$ cat src/rtl/dbg_gate_pkg.sv
package dbg_gate_pkg;
   localparam int          WORD_W     = 32;
   localparam logic [31:0] UNLOCK_KEY = 32'hC5AC_CE55;

   typedef enum logic [1:0] {
      ACC_PERFORM = 2'd0,
      ACC_DROP    = 2'd1,
      ACC_FAULT   = 2'd2
   } acc_verdict_e;
endpackage

$ cat src/rtl/dbg_gate_decide.sv
module dbg_gate_decide
   import dbg_gate_pkg::*;
#(
   parameter int IDX_W      = 4,
   parameter int LAR_INDEX  = 14,
   parameter bit UNPRIV_ERR = 1'b1
) (
   input  logic             powered,
   input  logic             privileged,
   input  logic             dbg_origin,
   input  logic             is_write,
   input  logic             locked,
   input  logic [IDX_W-1:0] idx,
   output acc_verdict_e     verdict
);
   localparam logic [IDX_W-1:0] LAR_SEL = IDX_W'(LAR_INDEX);

   acc_verdict_e unpriv_verdict;

   generate
      if (UNPRIV_ERR) begin : g_unpriv_fault
         assign unpriv_verdict = ACC_FAULT;
      end else begin : g_unpriv_drop
         assign unpriv_verdict = ACC_DROP;
      end
   endgenerate

   always_comb begin
      if (!powered)
         verdict = ACC_FAULT;
      else if (!privileged)
         verdict = unpriv_verdict;
      else if (dbg_origin)
         verdict = ACC_PERFORM;
      else if (locked && is_write && (idx != LAR_SEL))
         verdict = ACC_DROP;
      else
         verdict = ACC_PERFORM;
   end
endmodule

$ cat src/rtl/dbg_gate_lock.sv
module dbg_gate_lock
   import dbg_gate_pkg::*;
(
   input  logic              clk,
   input  logic              dbg_rst_n,
   input  logic              lar_we,
   input  logic [WORD_W-1:0] wdata,
   output logic              locked
);
   logic locked_q;

   always_ff @(posedge clk or negedge dbg_rst_n) begin
      if (!dbg_rst_n)
         locked_q <= 1'b1;
      else if (lar_we)
         locked_q <= (wdata != UNLOCK_KEY);
   end

   assign locked = locked_q;

   // the key clears the lock, any other value sets it
   assert_key_unlocks_R7 : assert property (@(posedge clk) disable iff (!dbg_rst_n)
      (lar_we && (wdata == UNLOCK_KEY)) |=> !locked_q);
   assert_other_locks_R7 : assert property (@(posedge clk) disable iff (!dbg_rst_n)
      (lar_we && (wdata != UNLOCK_KEY)) |=> locked_q);
   // the lock moves only through a lock-access write
   assert_lock_stable_R8 : assert property (@(posedge clk) disable iff (!dbg_rst_n)
      !$stable(locked_q) |-> $past(lar_we));
endmodule

$ cat src/rtl/dbg_gate_regfile.sv
module dbg_gate_regfile #(
   parameter int WORDS  = 13,
   parameter int IDX_W  = 4,
   parameter int DATA_W = 32
) (
   input  logic              clk,
   input  logic              rst_n,
   input  logic              we,
   input  logic [IDX_W-1:0]  widx,
   input  logic [DATA_W-1:0] wdata,
   input  logic [IDX_W-1:0]  ridx,
   output logic [DATA_W-1:0] rdata
);
   logic [DATA_W-1:0] mem_q [WORDS];

   generate
      for (genvar w = 0; w < WORDS; w++) begin : g_word
         always_ff @(posedge clk or negedge rst_n) begin
            if (!rst_n)
               mem_q[w] <= '0;
            else if (we && (widx == IDX_W'(w)))
               mem_q[w] <= wdata;
         end
      end
   endgenerate

   always_comb begin
      rdata = '0;
      for (int r = 0; r < WORDS; r++)
         if (ridx == IDX_W'(r))
            rdata = mem_q[r];
   end
endmodule

$ cat src/rtl/dbg_apb_gate.sv
module dbg_apb_gate
   import dbg_gate_pkg::*;
#(
   parameter int REG_WORDS  = 16,
   parameter bit UNPRIV_ERR = 1'b1
) (
   input  logic              pclk,
   input  logic              presetn,
   input  logic              dbg_rst_n,
   input  logic              cpu_powered,
   input  logic              priv_access,
   input  logic              psel,
   input  logic              penable,
   input  logic              pwrite,
   input  logic [31:0]       paddr,
   input  logic [WORD_W-1:0] pwdata,
   output logic [WORD_W-1:0] prdata,
   output logic              pready,
   output logic              pslverr
);
   localparam int IDX_W       = $clog2(REG_WORDS);
   localparam int STORE_WORDS = REG_WORDS - 3;
   localparam logic [IDX_W-1:0] OSL_SEL   = IDX_W'(REG_WORDS - 3);
   localparam logic [IDX_W-1:0] LAR_SEL   = IDX_W'(REG_WORDS - 2);
   localparam logic [IDX_W-1:0] LSR_SEL   = IDX_W'(REG_WORDS - 1);
   localparam logic [IDX_W-1:0] STORE_LIM = IDX_W'(STORE_WORDS);

   generate
      if (REG_WORDS < 4 || REG_WORDS > 1024 || (REG_WORDS & (REG_WORDS - 1)) != 0) begin : g_bad_words
         $error("REG_WORDS must be a power of two between 4 and 1024");
      end
      if (IDX_W + 2 > 31) begin : g_bad_span
         $error("register window overlaps the debugger origin bit");
      end
   endgenerate

   logic              access;
   logic [IDX_W-1:0]  idx;
   logic              locked;
   acc_verdict_e      verdict;
   logic              perform;
   logic              reg_we;
   logic              lar_we;
   logic [WORD_W-1:0] store_rdata;
   logic [WORD_W-1:0] word_rdata;
   logic              unused_addr;

   assign access      = psel & penable;
   assign idx         = paddr[IDX_W+1:2];
   assign unused_addr = ^{paddr[30:IDX_W+2], paddr[1:0]};

   dbg_gate_decide #(
      .IDX_W      (IDX_W),
      .LAR_INDEX  (REG_WORDS - 2),
      .UNPRIV_ERR (UNPRIV_ERR)
   ) decide_i (
      .powered    (cpu_powered),
      .privileged (priv_access),
      .dbg_origin (paddr[31]),
      .is_write   (pwrite),
      .locked     (locked),
      .idx        (idx),
      .verdict    (verdict)
   );

   assign perform = access && (verdict == ACC_PERFORM);
   assign reg_we  = perform && pwrite && (idx < STORE_LIM);
   assign lar_we  = perform && pwrite && (idx == LAR_SEL);

   dbg_gate_lock lock_i (
      .clk       (pclk),
      .dbg_rst_n (dbg_rst_n),
      .lar_we    (lar_we),
      .wdata     (pwdata),
      .locked    (locked)
   );

   dbg_gate_regfile #(
      .WORDS  (STORE_WORDS),
      .IDX_W  (IDX_W),
      .DATA_W (WORD_W)
   ) regs_i (
      .clk   (pclk),
      .rst_n (presetn),
      .we    (reg_we),
      .widx  (idx),
      .wdata (pwdata),
      .ridx  (idx),
      .rdata (store_rdata)
   );

   always_comb begin
      if (idx == LSR_SEL)
         word_rdata = {{(WORD_W-2){1'b0}}, locked, 1'b1};
      else if (idx == LAR_SEL || idx == OSL_SEL)
         word_rdata = '0;
      else
         word_rdata = store_rdata;
   end

   assign prdata  = (perform && !pwrite) ? word_rdata : '0;
   assign pslverr = access && (verdict == ACC_FAULT);
   assign pready  = 1'b1;

   // powered-down transfers fault and write nothing
   assert_pwrdn_fault_R1 : assert property (@(posedge pclk) disable iff (!presetn)
      (access && !cpu_powered) |-> (pslverr && !reg_we && !lar_we));
   // debugger-origin privileged transfers never fault
   assert_dbg_origin_ok_R3 : assert property (@(posedge pclk) disable iff (!presetn)
      (access && cpu_powered && priv_access && paddr[31]) |-> !pslverr);
   // a storage write from software needs the lock clear
   assert_lock_blocks_R4 : assert property (@(posedge pclk) disable iff (!presetn)
      reg_we |-> (paddr[31] || !locked));
   // the status word mirrors the lock
   assert_status_mirror_R6 : assert property (@(posedge pclk) disable iff (!presetn)
      (access && !pwrite && cpu_powered && priv_access && idx == LSR_SEL) |-> (prdata[1] == locked));
   // the bus is quiet outside the access phase
   assert_idle_quiet_R10 : assert property (@(posedge pclk) disable iff (!presetn)
      !access |-> (!pslverr && prdata == '0));
endmodule

$ cat config.mk
export PLATFORM = sky130hd
export DESIGN_NAME = dbg_apb_gate
export DESIGN_NICKNAME = d
export VERILOG_FILES = /design/src/rtl/dbg_gate_pkg.sv /design/src/rtl/dbg_gate_decide.sv /design/src/rtl/dbg_gate_lock.sv /design/src/rtl/dbg_gate_regfile.sv /design/src/rtl/dbg_apb_gate.sv
export SDC_FILE = /design/constraint.sdc
export NUM_CORES = 1
export LEC_CHECK = 0
export ABC_AREA = 1
export BUFFER_PORTS_ARGS = -buffer_cell sky130_fd_sc_hd__buf_2
export CAP_MARGIN = 15
export CORE_MARGIN = 2
export CORE_UTILIZATION = 55
export DETAILED_ROUTE_END_ITERATION = 7
export PLACE_DENSITY = 0.73
export SLEW_MARGIN = 30
export SYNTH_ARGS = -nofsm -noshare
export SYNTH_HDL_FRONTEND = slang
export SYNTH_SLANG_ARGS = --single-unit
export TNS_END_PERCENT = 10
$ cat constraint.sdc
create_clock -name pclk -period 2.3 [get_ports pclk]
set_input_delay 0.115 -clock pclk [delete_from_list [all_inputs] [get_ports pclk]]
set_output_delay 0.115 -clock pclk [all_outputs]
set_load 0.01 [all_outputs]
Yosys cells after proc, flatten, opt, wreduce, memory -nomap -nowiden
Index checks and enable logic that the tools add are counted.
- input port bits: 72
- flip-flop bits (word level): 417
- logic and storage cells: 79
- eq/ne operators: 18
- bitwise logic cells: 1
- reductions and logical operators: 25
- multiplexer cells: 20
- $lt $le $gt $ge: 1
- operator list (operator ; number):
    two-way mux 32 bit ; 16
    == test 4 bit (second input constant) ; 8
    inequality test 32 bit (second input constant) ; 1
    logical AND 1 bit ; 21
    == test 4 x 3 -> 1 bit (second input constant) ; 4
    == test 4 x 2 -> 1 bit (second input constant) ; 2
    two-way mux 2 bit ; 3
    == test 4 x 1 -> 1 bit (second input constant) ; 1
    zero test 4 bit ; 1
    < comparator 4 bit (second input constant) ; 1
    inequality test 4 bit (second input constant) ; 1
    == test 2 bit (second input constant) ; 1
    zero test 2 bit ; 1
    AND 1 bit ; 1
    zero test 1 bit ; 1
    logical OR 1 bit ; 1
    two-way mux 1 bit ; 1

Logic depth before layout (Yosys ltp)
- depth in word-level cells: 17
- gate-level depth with buffers: 14
- depth with buffers taken out: 13

Modules after synthesis
Synthesis repeated with hierarchy kept, for this count alone.
- cells, all modules: 2387
- area, all modules: 19164.6 µm²
- modules (own cells, without submodules) (module ; sequential area each (µm²) ; cells each ; area each (µm²) ; times used):
    dbg_gate_regfile ; 10410.0 ; 2233 ; 18420.2 ; 1
    dbg_apb_gate ; 0.0 ; 93 ; 488.0 ; 1
    dbg_gate_lock ; 26.3 ; 51 ; 214.0 ; 1
    dbg_gate_decide ; 0.0 ; 10 ; 42.5 ; 1

Worst setup path after synthesis
No wires, ideal clock.
- path kind: reg2reg
- start point: reg lock_i.locked_q (netlist: lock_i.locked)
- end point: reg regs_i.mem_q[134] (netlist bit)
- data arrival time: 1686 ps
- slack: 482 ps
- clock period less this slack: 1818 ps
- path buffers: 2
- required time: 2168 ps
- setup time: 132 ps
- cell stages (with the launch flop): 10
- path through: dfstp_2 inv_1 nor4_2 nor3_4 nand3_2 buf_12 inv_4 nand2_4 buf_2 o21ai_1
- cells in the longest elaborated chain, start to end: 11
- RTL lines (item ; line ; source):
    from (decl) ; dbg_gate_lock.sv:10 ; logic locked_q;
    from (signal assigned) ; dbg_gate_lock.sv:16 ; locked_q <= (wdata != UNLOCK_KEY);
    logical AND 1 bit (2 in a row) ; dbg_gate_decide.sv:35 ; else if (locked && is_write && (idx != LAR_SEL))
    two-way mux 1 bit ; dbg_gate_decide.sv:35 ;
    two-way mux 2 bit ; dbg_gate_decide.sv:33 ; else if (dbg_origin)
    two-way mux 2 bit ; dbg_gate_decide.sv:31 ; else if (!privileged)
    two-way mux 2 bit ; dbg_gate_decide.sv:29 ; if (!powered)
    zero test 2 bit ; dbg_apb_gate.sv:66 ; assign perform = access && (verdict == ACC_PERFORM);
    logical AND 1 bit ; dbg_apb_gate.sv:66 ;
    logical AND 1 bit (2 in a row) ; dbg_apb_gate.sv:67 ; assign reg_we = perform && pwrite && (idx < STORE_LIM);
    logical AND 1 bit ; dbg_gate_regfile.sv:21 ; else if (we && (widx == IDX_W'(w)))
    to (signal, indexed assignment) ; dbg_gate_regfile.sv:22 ; mem_q[w] <= wdata;
    to (decl) ; dbg_gate_regfile.sv:14 ; logic [DATA_W-1:0] mem_q [WORDS];
No other way between the ends.
A chain may end at the register's enable or synchronous reset.

Worst setup path in the final report
- start point: reg lock_i.locked_q (netlist: lock_i.locked)
- end point: out prdata[23]
- cells in the longest elaborated chain, start to end: 10
- RTL lines (item ; line ; source):
    logical AND 1 bit (2 in a row) ; dbg_gate_decide.sv:35 ;
    two-way mux 1 bit ; dbg_gate_decide.sv:35 ;
    two-way mux 2 bit ; dbg_gate_decide.sv:33 ;
    two-way mux 2 bit ; dbg_gate_decide.sv:31 ;
    two-way mux 2 bit ; dbg_gate_decide.sv:29 ;
    zero test 2 bit ; dbg_apb_gate.sv:66 ;
    logical AND 1 bit ; dbg_apb_gate.sv:66 ;
    logical AND 1 bit ; dbg_apb_gate.sv:101 ; assign prdata = (perform && !pwrite) ? word_rdata : '0;
    two-way mux 32 bit ; dbg_apb_gate.sv:101 ;
    to (decl) ; dbg_apb_gate.sv:17 ; output logic [WORD_W-1:0] prdata,
No other way between the ends.

==> out/qor.csv <==
stage,metric,value,unit
sta,slew-limit-headroom,0.3917,
sta,min_period,2354,ps
drt,drc_errors,0,
power_and_ir_drop,p_leak,0.01100,uW
logic_synthesis,synth-seq-cells,417,
clock_tree,cts-buffers-inserted,43,
logic_synthesis,ys_warn_count,0,
clock_tree,cts_tree,built,
clock_tree,cts_buffer_depth,3,
critical_path,start_kind,register,
clock_tree,h-tree-depth,2,
logic_synthesis,netlist_area,18970,sq um
floorplan,die_h,189.7,um
logic_synthesis,synth-edff-count,0,
cells_and_area,layout-drive-gt1-share,0.1284,
outcome,status,"finished, violations left",
floorplan,ios,106,
critical_path,end_kind,output pin,
outcome,violations,negative setup slack,
logic_synthesis,postSynthAreaPerCell,8.158,sq um
sta,slew_violations,0,
sta,setup_viol_count_final,13,
floorplan,die_area,35990,sq um
critical_path,cp_data_required_time,2180,ps
critical_path,cp.arrival,2240,ps
grt,track_usage,0.3397,
floorplan,die-width,189.7,um
grt,grt_pass1_wl,92740,um
drt,via_per_inst,5.664,
logic_synthesis,yosysSeqAreaShare,0.5502,
drt,ant_nets,0,
logic_synthesis,synth_nets,2397,
place,gp_congestion,0.8746,
logic_synthesis,synth_area_leaders,"dfrtp_1 (55%), nand2_1 (11%), o21ai_0 (8.0%), inv_1 (5.2%), a21oi_1 (4.8%)",
sta,fmax,0.4248,GHz
critical_path,critPathKind,reg2out,
floorplan,start_util,0.5532,
logic_synthesis,synthFlopType,dfrtp_1,
drt,drt_wl_total,59820,um
place,dp_hpwl,37150,um
logic_synthesis,yosysTopAreaCellShare,0.5488,
critical_path,crit_fanout,5,
min_path,min_path_type,in2async,
cells_and_area,syn_to_final_growth,18.56,%
critical_path,rr_worst_depth,8,
sta,worst_slack,-54.26,ps
logic_synthesis,postSynth.asyncResetShare,1.000,
sta,rsz0062_at_grt,yes,
critical_path,rrSetupSlack,60,ps
power_and_ir_drop,power_density,726.4,nW/um^2
drt,drtPass1Iterations,6,
floorplan,core-area,34290,sq um
clock_tree,clk_latency,550,ps
critical_path,crit_path_end,prdata[23],
place,place_ws,-90.53,ps
cells_and_area,final_cell_area,22490,sq um
sta,finalHoldViolations,0,
grt,grt_max_degree,85,
sta,finClkSkew,13.85,ps
power_and_ir_drop,ir_drop,0.0006043,V
drt,drtIter0Drc,1637,
grt,grt_overflow,0,
power_and_ir_drop,total_power,16340,uW
logic_synthesis,postSynthCellCount,2325,
critical_path,reg2reg_from,lock_i.locked$_DFFE_PN1P_,
grt,grt_pass1_vias,16510,
clock_tree,cts_root_buffer,clkbuf_16,
drt,wire_per_inst,20.45,um
grt,antenna_found_initial,2,
cells_and_area,fin_nets,2509,
floorplan,rows,68,
logic_synthesis,ys_types,32,
place,dpl_cell_area,20360,sq um
critical_path,crit_start,lock_i.locked$_DFFE_PN1P_,
run,maxCapViolCount,0,
sta,tightest_slew,912.4,ps
sta,min_period_over_period,1.024,
drt,num_vias,16570,
logic_synthesis,yosysTopAreaCell,dfrtp_1,
place,io_buffer_count,77,
clock_tree,clk_pin_slew,60,ps
critical_path,r2r_end,regs_i.mem_q[376]$_DFFE_PN0P_,
clock_tree,clock_sinks,417,
## metal layers
metal | share of wire | up-vias | GRT usage
met3 | 0.087 | 212 | 0.06401
li1 | - | 7643 | -
met2 | 0.47 | 765 | 0.5540
met5 | 0 | - | 0
met4 | 0.066 | 0 | 0.2033
met1 | 0.38 | 7948 | 0.4241
## cells in the mapped netlist, types with 2 or more instances
cell	n
a21oi_1	183
buf_2	71
buf_4	18
clkbuf_1	50
clkinv_1	4
dfrtp_1	416
inv_1	262
inv_2	7
nand2_1	558
nand2_4	3
nand3_1	38
nand3_2	2
nand4_1	54
nor2_1	211
nor2_2	6
nor2_8	8
nor3_1	10
nor4_1	7
o211ai_1	5
o21ai_0	302
o21ai_1	91
o22ai_1	6
or2_2	4
## worst min-delay path by stage
stage | end | depth (start not counted)
finish | lock_i.locked$_DFFE_PN1P_ | 2
global route | lock_i.locked$_DFFE_PN1P_ | 2
CTS | lock_i.locked$_DFFE_PN1P_ | 2
detailed placement | lock_i.locked$_DFFE_PN1P_ | 1
global placement | lock_i.locked$_DFFE_PN1P_ | 1
floorplan | regs_i.mem_q[0]$_DFFE_PN0P_ | 0
## state kept, by name (all words and copies together) (netlist names)
register       flops
lock_i.locked      1
regs_i.mem_q     416
## cell type report
| class | count | area (sq um) |
|---|---|---|
| Sequential cell | 417 | 10440 |
| Clock inverter | 13 | 182.7 |
| Fill cell | 2780 | 11800 |
| Clock buffer | 63 | 1262 |
| Antenna cell | 2 | 5.005 |
| Inverter | 274 | 1039 |
| Multi-Input combinational cell | 1494 | 7023 |
| Timing Repair Buffer | 207 | 1972 |
| Tap cell | 455 | 569.3 |
## stage by stage
stage / hold WS, ps / TNS [ps] / std cells / utilization
floorplan: -180.6 / 0 / 2325 / -
global placement: 50.86 / -486.2 / 2813 / 0.5937
detailed placement: 57.83 / -2013 / 2813 / 0.5937
CTS: 33.07 / -899.1 / 2921 / 0.6512
global route: 23.53 / -3509 / 2925 / 0.6559
finish: 31.08 / -454.0 / 2925 / 0.6559
## cell usage in the layout, fill, tap and decap left out, types with 15 or more instances in the layout
| master | synthesis | routed |
|---|---|---|
| buf_4 | 18 | 57 |
| nand3_1 | 38 | 37 |
| a21oi_1 | 183 | 172 |
| inv_1 | 262 | 260 |
| nor2_2 | 6 | 16 |
| dlygate4sd3_1 | 0 | 35 |
| dfrtp_1 | 416 | 416 |
| buf_2 | 71 | 70 |
| clkbuf_16 | 0 | 44 |
| o21ai_2 | 0 | 15 |
| nand2_1 | 558 | 558 |
| nand4_1 | 54 | 54 |
| o21ai_1 | 91 | 95 |
| buf_12 | 1 | 32 |
| nor2_1 | 211 | 199 |
| o21ai_0 | 302 | 281 |
## repair_timing
action | in CTS | in global routing
hold buffers | 35 | 0
gates resized for setup | 58 | 28
cloned | 3 | 0
pin swaps | 11 | 4
hold endpoints to repair | 398 | 0
setup buffers | 2 | 2
endpoints found under the setup margin | 30 | 76
## report_power, final
group          total, uW  internal [uW]  leakage, uW  switching (uW)
clock network       7130           4250     0.000710            2870
logic               1320            424      0.00526             894
registers           7890           7720      0.00503             169
total              16300          12400       0.0110            3940
## kinds of logic (layout without fill, tap and decap cells)
family	after synthesis	in the layout	share of synthesized area
buf+inv	414	557	0.09116
mux	1	1	0.0005277
simple gates	905	905	0.2020
flops	417	417	0.5502
compound gates	587	587	0.1559
other cells	1	3	0.0001977
## worst max-delay path, cell delays in order (launching register included)
cell and delay (ps):
dfstp_2 540, inv_2 50, nor4_4 290, nor3_4 70, nand3_4 100, inv_8 60
buf_6 140, buf_16 160, o21ai_4 80, nor2_4 70, buf_6 120
Note: power is estimated with default switching activity, not from simulation.
